[config.mk]
export PLATFORM = sky130hd
export DESIGN_NAME = fp_cond_select_unit
export DESIGN_NICKNAME = d
export VERILOG_FILES = /design/src/rtl/fcs_pkg.sv /design/src/rtl/fcs_decoder.sv /design/src/rtl/fcs_cond_eval.sv /design/src/rtl/fcs_regfile.sv /design/src/rtl/fp_cond_select_unit.sv
export SDC_FILE = /design/constraint.sdc
export NUM_CORES = 2
export LEC_CHECK = 0
export BUFFER_PORTS_ARGS = -buffer_cell sky130_fd_sc_hd__buf_2
export CORE_AREA = 2 2 634 636
export DETAILED_ROUTE_END_ITERATION = 12
export DIE_AREA = 0 0 636 638
export MAX_ROUTING_LAYER = met4
export PLACE_DENSITY_LB_ADDON = 0.05
export REMOVE_ABC_BUFFERS = 1
export SLEW_MARGIN = 40
export SYNTH_ARGS = -nofsm -noshare
export SYNTH_HDL_FRONTEND = slang
export SYNTH_SLANG_ARGS = --single-unit
[constraint.sdc]
create_clock -name clk -period 4.67 [get_ports clk]
set_input_delay 0.934 -clock clk [delete_from_list [all_inputs] [get_ports clk]]
set_output_delay 0.934 -clock clk [all_outputs]
set_load 0.03 [all_outputs]
[src/rtl/fcs_pkg.sv]
package fcs_pkg;

    localparam int INSTR_W = 32;
    localparam int DATA_W  = 64;
    localparam int NUM_REG = 32;
    localparam int IDX_W   = $clog2(NUM_REG);
    localparam int COND_W  = 4;
    localparam int FLAG_W  = 4;

    // Fixed opcode fields of the select word
    localparam logic [7:0] OPC_HI  = 8'h1E;
    localparam logic       OPC_B21 = 1'b1;
    localparam logic [1:0] OPC_LO  = 2'b11;

    typedef enum logic [1:0] {
        PREC_SGL = 2'b00,
        PREC_DBL = 2'b01,
        PREC_RSV = 2'b10,
        PREC_HLF = 2'b11
    } prec_e;

    typedef struct packed {
        logic [IDX_W-1:0]  rd;
        logic [IDX_W-1:0]  rn;
        logic [IDX_W-1:0]  rm;
        logic [COND_W-1:0] cond;
        prec_e             prec;
        logic              legal;
    } dec_t;

    typedef struct packed {
        logic done;
        logic illegal;
    } ctl_t;

endpackage

[src/rtl/fcs_decoder.sv]
module fcs_decoder
    import fcs_pkg::*;
(
    input  logic [INSTR_W-1:0] instr,
    output dec_t               dec
);

    logic fixed_ok;
    logic type_ok;

    always_comb begin
        fixed_ok = (instr[31:24] == OPC_HI) &&
                   (instr[21]    == OPC_B21) &&
                   (instr[11:10] == OPC_LO);
        type_ok  = (instr[23:22] != PREC_RSV);

        dec.rd    = instr[4:0];
        dec.rn    = instr[9:5];
        dec.rm    = instr[20:16];
        dec.cond  = instr[15:12];
        dec.prec  = prec_e'(instr[23:22]);
        dec.legal = fixed_ok && type_ok;
    end

endmodule

[src/rtl/fcs_cond_eval.sv]
module fcs_cond_eval
    import fcs_pkg::*;
(
    input  logic [COND_W-1:0] cond,
    input  logic [FLAG_W-1:0] flags,
    output logic              holds
);

    logic fn, fz, fc, fv;
    logic base;
    logic always_true;

    always_comb begin
        fn = flags[3];
        fz = flags[2];
        fc = flags[1];
        fv = flags[0];

        unique case (cond[3:1])
            3'd0: base = fz;
            3'd1: base = fc;
            3'd2: base = fn;
            3'd3: base = fv;
            3'd4: base = fc && !fz;
            3'd5: base = (fn == fv);
            3'd6: base = !fz && (fn == fv);
            default: base = 1'b1;
        endcase

        always_true = (cond[3:1] == 3'd7);
        holds = (cond[0] && !always_true) ? !base : base;
    end

endmodule

[src/rtl/fcs_regfile.sv]
module fcs_regfile
    import fcs_pkg::*;
(
    input  logic              clk,
    input  logic              rst,
    input  logic              wr_en,
    input  logic [IDX_W-1:0]  wr_addr,
    input  logic [DATA_W-1:0] wr_data,
    input  logic [IDX_W-1:0]  ra_addr,
    output logic [DATA_W-1:0] ra_data,
    input  logic [IDX_W-1:0]  rb_addr,
    output logic [DATA_W-1:0] rb_data,
    input  logic [IDX_W-1:0]  rc_addr,
    output logic [DATA_W-1:0] rc_data
);

    logic [NUM_REG-1:0][DATA_W-1:0] mem_d;
    logic [NUM_REG-1:0][DATA_W-1:0] mem_q;

    always_comb begin
        mem_d = mem_q;
        if (wr_en) begin
            mem_d[wr_addr] = wr_data;
        end
        if (rst) begin
            mem_d = '0;
        end
    end

    always_ff @(posedge clk) begin
        mem_q <= mem_d;
    end

    // Reads see the pre-write contents in the cycle a write is pending
    assign ra_data = mem_q[ra_addr];
    assign rb_data = mem_q[rb_addr];
    assign rc_data = mem_q[rc_addr];

    AST_IDLE_FILE_STABLE: assert property (@(posedge clk) disable iff (rst)
        !wr_en |=> $stable(mem_q));

    AST_WRITE_LANDS: assert property (@(posedge clk) disable iff (rst)
        wr_en |=> (mem_q[$past(wr_addr)] == $past(wr_data)));

endmodule

[src/rtl/fp_cond_select_unit.sv]
module fp_cond_select_unit
    import fcs_pkg::*;
(
    input  logic              clk,
    input  logic              rst,
    input  logic              in_valid,
    input  logic [31:0]       in_instr,
    input  logic [3:0]        in_flags,
    input  logic [4:0]        dbg_idx,
    input  logic              dbg_we,
    input  logic [63:0]       dbg_wdata,
    output logic [63:0]       dbg_rdata,
    output logic              out_done,
    output logic              out_illegal
);

    dec_t              dec;
    logic              holds;
    logic [DATA_W-1:0] rn_val;
    logic [DATA_W-1:0] rm_val;
    logic [DATA_W-1:0] sel_val;
    logic [DATA_W-1:0] res_val;
    logic              instr_we;
    logic              wr_en;
    logic [IDX_W-1:0]  wr_addr;
    logic [DATA_W-1:0] wr_data;
    ctl_t              ctl_d;
    ctl_t              ctl_q;

    fcs_decoder u_dec (
        .instr (in_instr),
        .dec   (dec)
    );

    fcs_cond_eval u_cond (
        .cond  (dec.cond),
        .flags (in_flags),
        .holds (holds)
    );

    fcs_regfile u_rf (
        .clk     (clk),
        .rst     (rst),
        .wr_en   (wr_en),
        .wr_addr (wr_addr),
        .wr_data (wr_data),
        .ra_addr (dec.rn),
        .ra_data (rn_val),
        .rb_addr (dec.rm),
        .rb_data (rm_val),
        .rc_addr (dbg_idx),
        .rc_data (dbg_rdata)
    );

    always_comb begin
        sel_val = holds ? rn_val : rm_val;

        unique case (dec.prec)
            PREC_HLF: res_val = {{(DATA_W-16){1'b0}}, sel_val[15:0]};
            PREC_SGL: res_val = {{(DATA_W-32){1'b0}}, sel_val[31:0]};
            PREC_DBL: res_val = sel_val;
            default:  res_val = '0;
        endcase

        instr_we = in_valid && dec.legal;

        // An accepted instruction takes the single write port over debug
        wr_en   = instr_we || dbg_we;
        wr_addr = instr_we ? dec.rd : dbg_idx;
        wr_data = instr_we ? res_val : dbg_wdata;

        ctl_d.done    = in_valid;
        ctl_d.illegal = in_valid && !dec.legal;
        if (rst) begin
            ctl_d = '0;
        end
    end

    always_ff @(posedge clk) begin
        ctl_q <= ctl_d;
    end

    assign out_done    = ctl_q.done;
    assign out_illegal = ctl_q.illegal;

    AST_DONE_AFTER_VALID: assert property (@(posedge clk) disable iff (rst)
        in_valid |=> out_done);

    AST_ILLEGAL_WITH_DONE: assert property (@(posedge clk) disable iff (rst)
        out_illegal |-> out_done);

    AST_HALF_UPPER_ZERO: assert property (@(posedge clk) disable iff (rst)
        (instr_we && dec.prec == PREC_HLF) |-> (wr_data[63:16] == '0));

    AST_SGL_UPPER_ZERO: assert property (@(posedge clk) disable iff (rst)
        (instr_we && dec.prec == PREC_SGL) |-> (wr_data[63:32] == '0));

    AST_PICKS_A_SOURCE: assert property (@(posedge clk) disable iff (rst)
        (instr_we && dec.prec == PREC_DBL) |-> (wr_data == rn_val || wr_data == rm_val));

endmodule

==> qor.tcl <==
set qor(cts.clk_slew.worst_paths_ns) 0.06
set qor(die-area_mm2) 0.4058
set qor(grt_pass1_wl_mm) 872.5
set qor(worst-slew-pin-transition_ns) 1.042
set qor(syn_inst) 11370
set qor(startpoint_type) {primary input}
set qor(async_flop_share_pct) 0
set qor(fin_area_mm2) 0.1383
set qor(cts_htree_levels) 5
set qor(synth_sequential_area_ratio_pct) 34.43
set qor(met3RoutedLength_mm) 50.76
set qor(post_cts_hold_buffer_count) 0
set qor(leakagePower_nw) 49.55
set qor(max_cap_viol_count) 0
set qor(final_core_utilization_pct) 34.71
set qor(timing.max_slew.rel_slack_pct) 30.56
set qor(met1_length_mm) 263.7
set qor(criticalPathCategory) {primary input to primary output}
set qor(i_o_pin_total) 175
set qor(initial_antenna_violation_count) 70
set qor(rsz_0062_raised_after_global_routing) {false}
set qor(cts.root.buffer_cell) {clkbuf_16}
set qor(tns_ns) 0
set qor(status) {completed}
set qor(hold_path_class) {primary input to flop}
set qor(timing.critical_path.fanout_max) 30
set qor(syn_avg_cell_area_um2) 10.49
set qor(numCtsBuffers) 272
set qor(power_per_cell_area_mw_per_mm2) 324.3
set qor(floorplan.rows) 232
set qor(cts_repair_resize_count) 0
set qor(synth_area_mm2) 0.1192
set qor(gp_congestion) 0.8863
set qor(cp_slowest_stage_delay_ns) 0.55
set qor(tritoncts_num_sinks) 2050
set qor(die_width_um) 636
set qor(hold-worst-slack_ns) 0.4749
set qor(clock.fmax_ghz) 0.2279
set qor(grt.overflow.total) 0
set qor(initial_core_util_pct) 29.91
set qor(wl_per_cell_um) 38.01
set qor(synth_cell_types) 90
set qor(synth_seq_cells) 2050
set qor(grt.total_usage_pct) 31.32
set qor(irDropWorstVdd_mv) 0.2904
set qor(post_route_cells_drive_above_1_share_pct) 28.32
set qor(vias) 104900
set qor(final_setup_violation_count) 0
set qor(yosys_warnings) 0
set qor(detail_route.vias_per_cell) 6.287
set qor(insertion_delay_ns) 0.96
set qor(path_cells) {buf_8 > buf_12 > buf_12 > mux4_2 > mux4_2 > mux2_2 > buf_2}
set qor(worst_path_max_delay_cell) {mux4_2}
set qor(cp.arrival_ns) 3.45
set qor(route.antenna.remaining_nets) 0
set qor(hold_violations) 0
set qor(chipHeight_um) 638
set qor(top_signal_layer_used) {met4}
set qor(post-dp-hpwl_mm) 405.0
set qor(timing.final.crit_share_pct) 93.96
set qor(detail_route.first_pass.iterations) 6
set qor(required_ns) 3.74
set qor(drt_drc_violations_left) 0
set qor(timing.reg2reg.setup_slack_ns) 1.97
set qor(syn_to_final_growth_pct) 16.05
set qor(port_buffers) 174
set qor(wl_met2_mm) 289.9
set qor(finalMaxSlewViolations) 0
set qor(cts_tree) {built}
set qor(postCtsSetupBuffers) 0
set qor(worst_clock_skew_ns) 0.04179
set qor(nets) 11280
set qor(via_count_of_the_first_global_routing_pass) 101000
set qor(synth_flop_cell) {dfxtp_1}
set qor(crit_path_max_delay_family) {multiplexers}
set qor(postRouteWirelength_mm) 633.9
set qor(edff_count_synth) 0
set qor(floorplan.core_area_mm2) 0.3986
set qor(drt_first_iter_violations) 12120
set qor(clockBufferDepth) 4
set qor(postPlaceCellArea_mm2) 0.1292
set qor(post-route-min-period_ns) 4.388
set qor(cp_num_buf_inv) 4
set qor(maximum_number_of_pins_on_one_net_before_global_route_repair) 188
set qor(critical_path.endpoint_type) {primary output}
-- worst register-to-register path: stages, from the launching register on --
cell	delay [ns]
dfxtp_1	0.35
mux4_2	0.50
a21o_1	0.19
a222oi_1	0.47
a2111oi_1	0.21
a21oi_4	0.48
buf_12	0.24
o221ai_1	0.13
-- cells by family (layout without fill, tap and decap cells) --
family / after synthesis / in the layout / share of synthesized area, %
AO/OA/AOI/OAI: 3668 / 3668 / 17.24
XOR/XNOR: 3 / 3 / 0.02205
AND/OR/NAND/NOR: 2086 / 2086 / 7.633
flip-flops: 2050 / 2050 / 34.43
buffers and inverters: 1426 / 1440 / 6.175
other: 0 / 33 / 0
multiplexers: 2132 / 2132 / 34.50
-- cells in the final DEF (no fill, tap or decap), drive strengths merged, types with 182 or more instances in the layout --
master,Yosys,routed
o21ai,1926,1926
clkbuf,844,392
mux4,1567,1567
nor2,1052,1052
dfxtp,2050,2050
a21oi,971,971
a31oi,182,182
nand3,508,508
nand2,266,266
buf,564,946
mux2i,468,468
-- report_power, final --
part	internal, W	total, W	switching (W)
Sequential	0.0177	0.0179	0.000211
Clock	0.0126	0.0217	0.00906
Combinational	0.00177	0.00526	0.00350
Total	0.0321	0.0449	0.0128
-- registers in the layout (all words and copies together), names as in the netlist --
name	cells
out_done	1
out_illegal	1
u_rf.mem_q	2048
-- worst paths after layout --
kind                                        from          endpoint  cells past startpoint
worst max register to register  u_rf.mem_q[1994]   u_rf.mem_q[266]                      7
worst min register to register  u_rf.mem_q[1002]  u_rf.mem_q[1002]                      2
worst min-delay path               dbg_wdata[14]   u_rf.mem_q[846]                      4
worst max-delay path                  dbg_idx[0]      dbg_rdata[6]                      7
-- per-layer routing --
metal  global-route usage (%)  vias up
li1                         -    43600
met1                    40.39    54650
met2                    48.20     5469
met3                    5.786     1143
met4                    13.35        0
met5                        -        -
-- area by class of cell --
class                   instances  area [um2]
multi-input cells            7889       71520
fillers                     39330      260200
flip-flops and latches       2050       41040
well taps                    5265        6588
repair buffers                947       10060
inverters                      12       85.08
clock inverters                90        1064
diodes                         33       82.58
clock buffers                 391        7889
-- stage by stage --
| stage | worst slack, ns | total power, W | cells |
|---|---|---|---|
| 2_1_floorplan | -26.23 | 0.02029 | 9951 |
| 3_3_place_gp | 0.2998 | 0.02348 | 16160 |
| 3_5_place_dp | 0.2860 | 0.02351 | 16160 |
| 4_1_cts | 0.2838 | 0.04524 | 16640 |
| 5_1_grt | 0.2327 | 0.04608 | 16660 |
| 6_report | 0.2823 | 0.04487 | 16680 |
-- cell usage after synthesis, types with 7 or more instances --
| cell | instances | area share (%) |
|---|---|---|
| dfxtp_1 | 2050 | 34 |
| o21ai_0 | 1922 | 8.1 |
| mux4_2 | 1551 | 29 |
| nor2_1 | 1052 | 3.3 |
| a21oi_1 | 939 | 3.9 |
| clkbuf_1 | 843 | 2.7 |
| nand3_1 | 507 | 2.1 |
| mux2i_1 | 468 | 3.9 |
| buf_2 | 271 | 1.1 |
| nand2_1 | 266 | 0.84 |
| a31oi_1 | 180 | 0.94 |
| o22ai_1 | 121 | 0.64 |
| buf_6 | 101 | 0.95 |
| mux2_2 | 97 | 0.92 |
| a211oi_1 | 96 | 0.60 |
| nor3_1 | 85 | 0.36 |
| a221oi_1 | 81 | 0.60 |
| a22oi_1 | 79 | 0.50 |
| buf_1 | 73 | 0.23 |
| buf_4 | 69 | 0.43 |
| and2_1 | 47 | 0.25 |
| o221ai_1 | 43 | 0.32 |
| a221o_1 | 40 | 0.34 |
| buf_8 | 39 | 0.49 |
| and3_1 | 34 | 0.18 |
| a21oi_2 | 32 | 0.24 |
| a32oi_1 | 18 | 0.13 |
| nand2b_1 | 18 | 0.094 |
| nor2b_1 | 18 | 0.094 |
| o211ai_1 | 17 | 0.11 |
| mux4_1 | 16 | 0.35 |
| nand3b_1 | 12 | 0.076 |
| buf_12 | 11 | 0.18 |
| a21o_1 | 10 | 0.063 |
| inv_1 | 9 | 0.028 |
| a22o_1 | 8 | 0.059 |
| nand4_1 | 8 | 0.042 |
| or2_2 | 8 | 0.042 |
| o31ai_1 | 7 | 0.044 |
No activity file was read; power rests on OpenSTA's default activity.
